## src/rtl/sdram_init_pkg.sv

```systemverilog
package sdram_init_pkg;

  typedef enum logic [3:0] {
    CMD_MRS = 4'b0000,
    CMD_REF = 4'b0001,
    CMD_PRE = 4'b0010,
    CMD_NOP = 4'b0111
  } sdCmd_e;

  typedef struct packed {
    logic   issue;
    sdCmd_e cmd;
    logic   finish;
  } initStrobe_t;

  function automatic int nsToCycles(longint ns, longint ps);
    longint c;
    c = (ns * 1000 + ps - 1) / ps;
    if (c < 1) c = 1;
    return int'(c);
  endfunction

endpackage

```

## src/rtl/sdram_init_ctrl.sv

```systemverilog
module sdram_init_ctrl
  import sdram_init_pkg::*;
#(
  parameter bit REF_AFTER = 1'b1
) (
  input  logic        clk,
  input  logic        rstN,
  input  logic        cntZero,
  output initStrobe_t strb
);

  typedef enum logic [1:0] {PH_STABLE, PH_SEQ, PH_DONE} phase_e;

  phase_e     phase;
  logic [1:0] step;
  logic [1:0] nextStep;
  sdCmd_e     seqCmd [4];

  generate
    if (REF_AFTER) begin : g_refLate
      assign seqCmd[0] = CMD_PRE;
      assign seqCmd[1] = CMD_MRS;
      assign seqCmd[2] = CMD_REF;
      assign seqCmd[3] = CMD_REF;
    end else begin : g_refEarly
      assign seqCmd[0] = CMD_PRE;
      assign seqCmd[1] = CMD_REF;
      assign seqCmd[2] = CMD_REF;
      assign seqCmd[3] = CMD_MRS;
    end
  endgenerate

  assign nextStep = (phase == PH_STABLE) ? 2'd0 : step + 2'd1;

  always_comb begin
    strb.issue  = 1'b0;
    strb.finish = 1'b0;
    strb.cmd    = CMD_NOP;
    if (cntZero) begin
      case (phase)
        PH_STABLE: begin
          strb.issue = 1'b1;
          strb.cmd   = seqCmd[nextStep];
        end
        PH_SEQ: begin
          if (step == 2'd3) begin
            strb.finish = 1'b1;
          end else begin
            strb.issue = 1'b1;
            strb.cmd   = seqCmd[nextStep];
          end
        end
        default: ;
      endcase
    end
  end

  always_ff @(posedge clk or negedge rstN) begin
    if (!rstN) begin
      phase <= PH_STABLE;
      step  <= 2'd0;
    end else if (cntZero) begin
      case (phase)
        PH_STABLE: begin
          phase <= PH_SEQ;
          step  <= 2'd0;
        end
        PH_SEQ: begin
          if (step == 2'd3) phase <= PH_DONE;
          else              step  <= nextStep;
        end
        default: ;
      endcase
    end
  end


  done_phase_chk: assert property (@(posedge clk) disable iff (!rstN)
    (phase == PH_DONE) |=> (phase == PH_DONE && !strb.issue));


  strobe_excl_chk: assert property (@(posedge clk) disable iff (!rstN)
    $onehot0({strb.issue, strb.finish}));

endmodule

```

## src/rtl/sdram_init_dp.sv

```systemverilog
module sdram_init_dp
  import sdram_init_pkg::*;
#(
  parameter int CLK_PS    = 10000,
  parameter int STABLE_NS = 200000,
  parameter int T_RP_NS   = 20,
  parameter int T_RC_NS   = 70,
  parameter int T_MRD_NS  = 20,
  parameter int ADDR_W    = 11,
  parameter int BANK_W    = 1,
  parameter int AP_BIT    = 10,
  parameter logic [ADDR_W-1:0] MODE_WORD = '0
) (
  input  logic              clk,
  input  logic              rstN,
  input  initStrobe_t       strb,
  output logic              cntZero,
  output sdCmd_e            cmdQ,
  output logic              ckeQ,
  output logic [1:0]        dqmQ,
  output logic [BANK_W-1:0] baQ,
  output logic [ADDR_W-1:0] addrQ,
  output logic              doneQ
);

  localparam int STABLE_CYC = nsToCycles(STABLE_NS, CLK_PS);
  localparam int RP_CYC     = nsToCycles(T_RP_NS, CLK_PS);
  localparam int RC_CYC     = nsToCycles(T_RC_NS, CLK_PS);
  localparam int MRD_CYC    = nsToCycles(T_MRD_NS, CLK_PS);
  localparam int MAX_A      = (RP_CYC > RC_CYC) ? RP_CYC : RC_CYC;
  localparam int MAX_B      = (MAX_A > MRD_CYC) ? MAX_A : MRD_CYC;
  localparam int MAX_CYC    = (MAX_B > STABLE_CYC) ? MAX_B : STABLE_CYC;
  localparam int CNT_W      = $clog2(MAX_CYC + 1);

  localparam logic [CNT_W-1:0] STABLE_LD = CNT_W'(STABLE_CYC - 1);
  localparam logic [CNT_W-1:0] RP_LD     = CNT_W'(RP_CYC - 1);
  localparam logic [CNT_W-1:0] RC_LD     = CNT_W'(RC_CYC - 1);
  localparam logic [CNT_W-1:0] MRD_LD    = CNT_W'(MRD_CYC - 1);
  localparam logic [ADDR_W-1:0] PRE_ADDR = ADDR_W'(1) << AP_BIT;

  logic [CNT_W-1:0] cnt;
  logic [CNT_W-1:0] loadVal;
  logic [ADDR_W-1:0] addrNext;

  assign cntZero = (cnt == '0);

  always_comb begin
    case (strb.cmd)
      CMD_PRE: loadVal = RP_LD;
      CMD_REF: loadVal = RC_LD;
      CMD_MRS: loadVal = MRD_LD;
      default: loadVal = '0;
    endcase
  end

  always_comb begin
    addrNext = '0;
    if (strb.issue && strb.cmd == CMD_PRE) addrNext = PRE_ADDR;
    if (strb.issue && strb.cmd == CMD_MRS) addrNext = MODE_WORD;
  end

  always_ff @(posedge clk or negedge rstN) begin
    if (!rstN) begin
      cnt <= STABLE_LD;
    end else if (strb.issue) begin
      cnt <= loadVal;
    end else if (!cntZero) begin
      cnt <= cnt - 1'b1;
    end
  end

  always_ff @(posedge clk or negedge rstN) begin
    if (!rstN) begin
      cmdQ  <= CMD_NOP;
      ckeQ  <= 1'b1;
      dqmQ  <= 2'b11;
      baQ   <= '0;
      addrQ <= '0;
      doneQ <= 1'b0;
    end else begin
      cmdQ  <= strb.issue ? strb.cmd : CMD_NOP;
      ckeQ  <= 1'b1;
      dqmQ  <= (doneQ || strb.finish) ? 2'b00 : 2'b11;
      baQ   <= '0;
      addrQ <= addrNext;
      doneQ <= doneQ || strb.finish;
    end
  end

  // checking state: edges since reset, edges since last command
  logic [CNT_W-1:0] stabCnt;
  logic [CNT_W-1:0] sinceCmd;
  logic [CNT_W-1:0] needGap;
  logic             seenCmd;

  always_ff @(posedge clk or negedge rstN) begin
    if (!rstN) begin
      stabCnt  <= '0;
      sinceCmd <= '0;
      needGap  <= '0;
      seenCmd  <= 1'b0;
    end else begin
      if (stabCnt != CNT_W'(STABLE_CYC)) stabCnt <= stabCnt + 1'b1;
      if (cmdQ != CMD_NOP) begin
        sinceCmd <= CNT_W'(1);
        seenCmd  <= 1'b1;
        needGap  <= (cmdQ == CMD_PRE) ? CNT_W'(RP_CYC) :
                    (cmdQ == CMD_REF) ? CNT_W'(RC_CYC) : CNT_W'(MRD_CYC);
      end else if (sinceCmd != CNT_W'(MAX_CYC)) begin
        sinceCmd <= sinceCmd + 1'b1;
      end
    end
  end


  mask_hold_chk: assert property (@(posedge clk) disable iff (!rstN)
    !doneQ |-> (dqmQ == 2'b11 && ckeQ));


  stable_wait_chk: assert property (@(posedge clk) disable iff (!rstN)
    (cmdQ != CMD_NOP) |-> (stabCnt >= CNT_W'(STABLE_CYC)));


  first_pre_chk: assert property (@(posedge clk) disable iff (!rstN)
    (!seenCmd && cmdQ != CMD_NOP) |-> (cmdQ == CMD_PRE && addrQ[AP_BIT]));


  min_gap_chk: assert property (@(posedge clk) disable iff (!rstN)
    (seenCmd && cmdQ != CMD_NOP) |-> (sinceCmd >= needGap));


  done_sticky_chk: assert property (@(posedge clk) disable iff (!rstN)
    doneQ |=> doneQ);


  done_quiet_chk: assert property (@(posedge clk) disable iff (!rstN)
    doneQ |-> (cmdQ == CMD_NOP && dqmQ == 2'b00 && ckeQ));

endmodule

```

## src/rtl/sdram_init_seq.sv

```systemverilog
module sdram_init_seq
  import sdram_init_pkg::*;
#(
  parameter int CLK_PS          = 10000,
  parameter int STABLE_NS       = 200000,
  parameter int T_RP_NS         = 20,
  parameter int T_RC_NS         = 70,
  parameter int T_MRD_NS        = 20,
  parameter int ADDR_W          = 11,
  parameter int BANK_W          = 1,
  parameter int AP_BIT          = 10,
  parameter bit REF_AFTER       = 1'b1,
  parameter logic [2:0] BL_CODE = 3'd2,
  parameter bit BURST_ILV       = 1'b0,
  parameter logic [2:0] CAS_LAT = 3'd3
) (
  input  logic              clk,
  input  logic              rstN,
  output logic              sdCke,
  output logic              sdCsN,
  output logic              sdRasN,
  output logic              sdCasN,
  output logic              sdWeN,
  output logic [1:0]        sdDqm,
  output logic [BANK_W-1:0] sdBa,
  output logic [ADDR_W-1:0] sdAddr,
  output logic              initDone
);

  localparam logic [ADDR_W-1:0] MODE_WORD =
    ADDR_W'({CAS_LAT, BURST_ILV, BL_CODE});

  initStrobe_t strb;
  logic        cntZero;
  sdCmd_e      cmdQ;

  sdram_init_ctrl #(.REF_AFTER(REF_AFTER)) u_ctrl (
    .clk(clk), .rstN(rstN), .cntZero(cntZero), .strb(strb)
  );

  sdram_init_dp #(
    .CLK_PS(CLK_PS), .STABLE_NS(STABLE_NS), .T_RP_NS(T_RP_NS),
    .T_RC_NS(T_RC_NS), .T_MRD_NS(T_MRD_NS), .ADDR_W(ADDR_W),
    .BANK_W(BANK_W), .AP_BIT(AP_BIT), .MODE_WORD(MODE_WORD)
  ) u_dp (
    .clk(clk), .rstN(rstN), .strb(strb), .cntZero(cntZero),
    .cmdQ(cmdQ), .ckeQ(sdCke), .dqmQ(sdDqm), .baQ(sdBa),
    .addrQ(sdAddr), .doneQ(initDone)
  );

  assign {sdCsN, sdRasN, sdCasN, sdWeN} = cmdQ;

endmodule

```

## config.mk

```make
export PLATFORM = sky130hd
export DESIGN_NAME = sdram_init_seq
export DESIGN_NICKNAME = d
export VERILOG_FILES = /design/src/rtl/sdram_init_pkg.sv /design/src/rtl/sdram_init_ctrl.sv /design/src/rtl/sdram_init_dp.sv /design/src/rtl/sdram_init_seq.sv
export SDC_FILE = /design/constraint.sdc
export NUM_CORES = 1
export LEC_CHECK = 0
export CAP_MARGIN = 0
export CORE_ASPECT_RATIO = 1.2
export CORE_MARGIN = 3
export CORE_UTILIZATION = 55
export DETAILED_ROUTE_END_ITERATION = 8
export DONT_BUFFER_PORTS = 1
export PLACE_DENSITY = 0.74
export SYNTH_ARGS = -nofsm -noshare
export SYNTH_HDL_FRONTEND = slang
export SYNTH_SLANG_ARGS = --single-unit
export TNS_END_PERCENT = 10
```

## constraint.sdc

```tcl
create_clock -name clk -period 1.9 [get_ports clk]
set_clock_uncertainty 0.05 [all_clocks]
set_input_delay 0.38 -clock clk [delete_from_list [all_inputs] [get_ports clk]]
set_output_delay 0.38 -clock clk [all_outputs]
set_load 0.05 [all_outputs]
```

; Word level (Yosys, flattened, before mapping)
; Cells that the tools add are included.
[word_totals]
ff_bits = 37
latchBits = 0
ramBits = 0
mem_bits_ro = 0
in_bits = 2
output_inout_bits = 20
word_cells = 48
memories = 0
[op_classes]
addsub = 2
multipliers = 0
n_div = 0
order_cmp = 1
n_eq_ne = 7
shift = 0
mux = 20
bitwise_logic = 1
n_reduce_logical = 10
[ops]
columns = cell, count
row1 = 15-bit two-way mux, 2
row2 = 11-bit two-way mux, 2
row3 = 15-bit logical NOT, 1
row4 = 15-bit by 1-bit subtractor with 15-bit output (second input constant), 1
row5 = 4-bit two-way mux, 3
row6 = 5-bit case mux with 2 select lines, 1
row7 = 4-bit binary-select mux with 2-bit select, 1
row8 = 2-bit two-way mux, 4
row9 = 2-bit case mux with 2 select lines, 2
row10 = 6-bit two-way mux, 1
row11 = 3-bit case mux with 2 select lines, 1
row12 = 3-bit AND reduction, 2
row13 = 5-bit two-way mux, 1
row14 = 4-bit by 1-bit == test with 1-bit output (second input constant), 1
row15 = 4-bit by 2-bit == test with 1-bit output (second input constant), 1
row16 = 4-bit logical NOT, 1
row17 = 2-bit by 1-bit inequality test with 1-bit output (second input constant), 2
row18 = 3-bit >= comparator (second input constant), 1
row19 = 2-bit inverter with 3-bit output, 1
row20 = 2-bit by 1-bit adder with 2-bit output (second input constant), 1
row21 = 2-bit by 1-bit == test with 1-bit output (second input constant), 1
row22 = 2-bit == test (second input constant), 1
row23 = 1-bit logical AND, 2
row24 = 2-bit logical NOT, 1
row25 = other kinds (5), 6

; Depth between registers and ports, before layout
[depth]
ltp_word = 13
mapped_depth = 7
depth_no_buf = 6

; Hierarchy
; A second synthesis with hierarchy kept.
[unflattened]
cells_unflattened = 157
area_unflattened_um2 = 1472.7
[by_module_without_submodules]
columns = module, n_inst, cells_per_inst, area_per_inst_um2, seq_area_each_um2
row1 = sdram_init_dp, 1, 130, 1234.9, 591.8
row2 = sdram_init_ctrl, 1, 27, 237.7, 100.1

; Least setup slack after synthesis
; No wires, ideal clock.
[synth_path]
kind = flip-flop to flip-flop
start = register u_dp.cnt[0]
end = register u_dp.cnt[5]
setup_ps = 79
arrival_ps = 1589
required_ps = 1771
path_slack_ps = 182
path_stages_with_launch = 8
path_buffers = 1
synth_period_minus_slack_ps = 1718
path_cell_list = dfstp_2 > inv_1 > ha_1 > nor4b_4 > and4_1 > buf_2 > nor3_1 > xor2_1
[synth_via]
elab_chain_len = 3
elab_cells_between_ends = 6
classes_between = add/sub: 1 / eq/ne: 1 / mux: 3 / reduce/logical: 1
[synth_rtl]
columns = element, line_no
row1 = from (decl), sdram_init_dp.sv:41  ; logic [CNT_W-1:0] cnt;
row2 = from (signal assigned), sdram_init_dp.sv:66  ; cnt <= loadVal;
row3 = from (signal assigned), sdram_init_dp.sv:68  ; cnt <= cnt - 1'b1;
row4 = 15-bit by 1-bit subtractor with 15-bit output or 15-bit logical NOT (tied branches), "sdram_init_dp.sv:68, sdram_init_dp.sv:45"
row5 = 15-bit two-way mux or 6-bit two-way mux (tied branches), "sdram_init_dp.sv:67, sdram_init_ctrl.sv:39"
row6 = 15-bit two-way mux or 2-bit by 1-bit inequality test with 1-bit output (tied branches), n/a
; Several ways; a longest one is shown, not always the timed one. The select of a mux whose other input is x is not followed.
; A chain may end at the register's enable or synchronous reset.

; Final worst setup path
[layout_path]
start = register u_dp.cnt[0]
end = register u_ctrl.phase[0]
[layout_via]
elab_chain_len = 2
[layout_rtl]
columns = element, line_no
row1 = 15-bit logical NOT, sdram_init_dp.sv:45  ; assign cntZero = (cnt == '0);
row2 = 3-bit AND reduction (no line), n/a
row3 = to (signal assigned), sdram_init_ctrl.sv:60  ; phase <= PH_STABLE;
row4 = to (signal assigned), sdram_init_ctrl.sv:65  ; phase <= PH_SEQ;
row5 = to (signal assigned), sdram_init_ctrl.sv:69  ; if (step == 2'd3) phase <= PH_DONE;
row6 = to (decl), sdram_init_ctrl.sv:14  ; phase_e phase;
; Every way passes these cells.

==> results.yml <==
floorplan:
  initial_core_util: 0.584
  core_sq_mm: 0.00231
  rows: 19
  ioPinCount: 22
  die_w_um: 51.2
  die_h_um: 60.2
  fp.dieArea_sq_mm: 0.00308
cts:
  worstSkewPairLatency_ps: 330
  cts_root_buf: "clkbuf_4"
  clock_sink_count: 26
  htreeDepth: 1
  numCtsBuffers: 3
  cts_buffer_depth: 2
  clkTransAtPathRegs_ps: 150
  cts_tree: "yes"
route:
  first_pass_iters: 5
  finalWirelength_mm: 2.28
  dr.first_iter.drc_count: 18
  vias: 883
  viasPerCell: 5.45
  drc: 0
  antenna_left: 0
  routedWlPerCell_um: 14.1
synthesis:
  async_reset_ff_frac: 1.00
  avgSynthCellArea_sq_um: 10.6
  synth_area_sq_mm: 0.00135
  synthCells: 127
  ys_ff_latch: 26
  ys.warnings.count: 0
  synth.distinct_cells: 36
  synth_edf_count: 0
  ys_seq_area_frac: 0.495
  synth_ff_type: "dfstp_2"
global_routing:
  grt_pass1_vias: 762
  grt_max_degree: 27
  antenna_found_initial: 0
  grt_use_total: 0.157
  overflow: 0
  grt_pass1_wl_mm: 3.55
sta:
  post-route-period-util: 0.945
  rsz0062_at_grt: "yes"
  hold_violations: 0
  setup_violations: 0
  clock.fmax_mhz: 557
  slew_violations: 0
  min_period_ps: 1790
  tns_ps: 0
  fin_ws_ps: 105
finish:
  multiInputGateArea_sq_um: 601
  most-common-layout-cells: "13 x dfrtp_1, 13 x dfstp_2, 10 x conb_1, 9 x nand3_1, 7 x nand2_1"
  fin_util: 0.627
  final_cells: 162
  drive_gt1_frac: 0.252
  fillers: 190
  regArea_sq_um: 667
  n_antenna_cell: 0
  area_growth_pct: 7.24
  nNetsFinal: 136
critical_path:
  path_cells: "inv_1, ha_2, nor4b_4, nand4_1, nor2_2, mux2i_1"
  worst_setup_path_start_kind: "flip-flop"
  crit_type: "reg2reg"
  cpMaxStageDelayCell: "dfstp_2"
  crit_arrival_ps: 2020
  endpoint_kind: "flip-flop"
  crit_family: "simple AND/OR/NAND/NOR gates"
  crit_required_ps: 2120
  cp_max_fo: 6
  crit_path_max_incr_delay_ps: 420
  crit_buf_inv: 1
run:
  drv_cap: 0
placement:
  preCtsSetupSlack_ps: 73.9
  port_buffers: 0
  dp_hpwl_mm: 1.61
  gp_congestion: 0.845
  dp_cells: 155
pwr:
  power.density_mw_per_mm2: 692
  max-vdd-ir-drop_v: 0.000390
  leakagePower_nw: 0.651
  fin_total_pwr_uw: 1000
run_status:
  status: "finished, final reports clean"
hold_path:
  hold_path.class: "in2async"
## worst reg2reg max path, stage by stage (launching register included)
cell,delay (ps)
dfstp_2,420
inv_1,60
ha_2,170
nor4b_4,310
nand4_1,270
nor2_2,250
mux2i_1,210
## cell usage after synthesis, types with 3 or more instances
cell / count / share of area
a21o_1: 3 / 0.017
a21oi_1: 3 / 0.011
buf_4: 13 / 0.072
dfrtp_1: 13 / 0.24
dfstp_2: 13 / 0.25
inv_1: 3 / 0.0084
mux2i_1: 4 / 0.030
nand2_1: 7 / 0.020
nand3_1: 9 / 0.033
nand4_1: 3 / 0.014
nand4b_1: 3 / 0.020
nor2_1: 7 / 0.020
nor3_1: 5 / 0.019
nor4_1: 3 / 0.014
o21ai_0: 4 / 0.015
o31ai_1: 3 / 0.017
xnor2_1: 5 / 0.032
## cells by family (layout without fill, tap and decap cells)
| logic type | after synthesis | in the layout | synth area share |
|---|---|---|---|
| other cells | 2 | 10 | 0.00557 |
| buf+inv | 19 | 15 | 0.0901 |
| flops | 26 | 26 | 0.495 |
| compound gates | 18 | 18 | 0.0854 |
| simple gates | 49 | 49 | 0.230 |
| mux | 4 | 4 | 0.0297 |
| xor+xnor | 7 | 7 | 0.0455 |
| fa+ha+maj | 2 | 2 | 0.0186 |
## flip-flops by register name, indices dropped and copies added (netlist names)
name / flops
u_dp.addrQ: 2
u_dp.cnt: 15
u_ctrl.phase: 2
u_dp.dqmQ: 1
u_dp.doneQ: 1
u_ctrl.step: 2
u_dp.cmdQ: 3
## power by group
| part | total, mW | internal (mW) | switching (mW) |
|---|---|---|---|
| Sequential | 0.555 | 0.555 | 0 |
| Clock | 0.385 | 0.214 | 0.172 |
| Combinational | 0.0592 | 0.00556 | 0.0536 |
## per-stage QoR
step / hold slack (ps) / instance area (sq um)
5_1_grt: 411 / 1450
4_1_cts: 433 / 1430
3_5_place_dp: 35.3 / 1340
3_3_place_gp: 35.1 / 1340
2_1_floorplan: 34.4 / 1380
6_report: 416 / 1450
## routing by layer
layer  vias to the layer above  share of wire  global-route usage
li1                        440              -                   -
met1                       426           0.49               0.212
met2                        12           0.47               0.243
met3                         5          0.022              0.0274
met4                         0          0.018              0.0731
met5                         -              0                   0
## area by class of cell
class / count / area share
sequential: 26 / 0.461
multi-input combinational: 90 / 0.416
timing repair buffer: 8 / 0.0519
tap: 31 / 0.0268
clock inverter: 1 / 0.0208
clock buffer: 3 / 0.0156
inverter: 3 / 0.00779
## worst paths after layout
path / slack (ps) / cells after the start / to / from
max: 110 / 6 / u_ctrl.phase[0]$_DFFE_PN0P_ / u_dp.cnt[0]$_DFFE_PN1P_
max reg2reg: 110 / 6 / u_ctrl.phase[0]$_DFFE_PN0P_ / u_dp.cnt[0]$_DFFE_PN1P_
min in group clk: 430 / 1 / u_dp.cnt[14]$_DFFE_PN1P_ / u_dp.cnt[14]$_DFFE_PN1P_
max in group asynchronous: 1150 / 2 / u_dp.cnt[4]$_DFFE_PN1P_ / rstN
min reg2reg: 430 / 1 / u_dp.cnt[14]$_DFFE_PN1P_ / u_dp.cnt[14]$_DFFE_PN1P_
min: 420 / 2 / u_dp.cnt[5]$_DFFE_PN0P_ / rstN
## timing repair
| item | CTS | global route |
|---|---|---|
| gates resized for setup | 0 | 4 |
| hold endpoints to repair | 26 | 0 |
| buffers inserted | 0 | 1 |
| endpoints found under the setup margin | 0 | 8 |
| hold buffers | 2 | 0 |
Note: power is estimated with default switching activity, not from simulation.
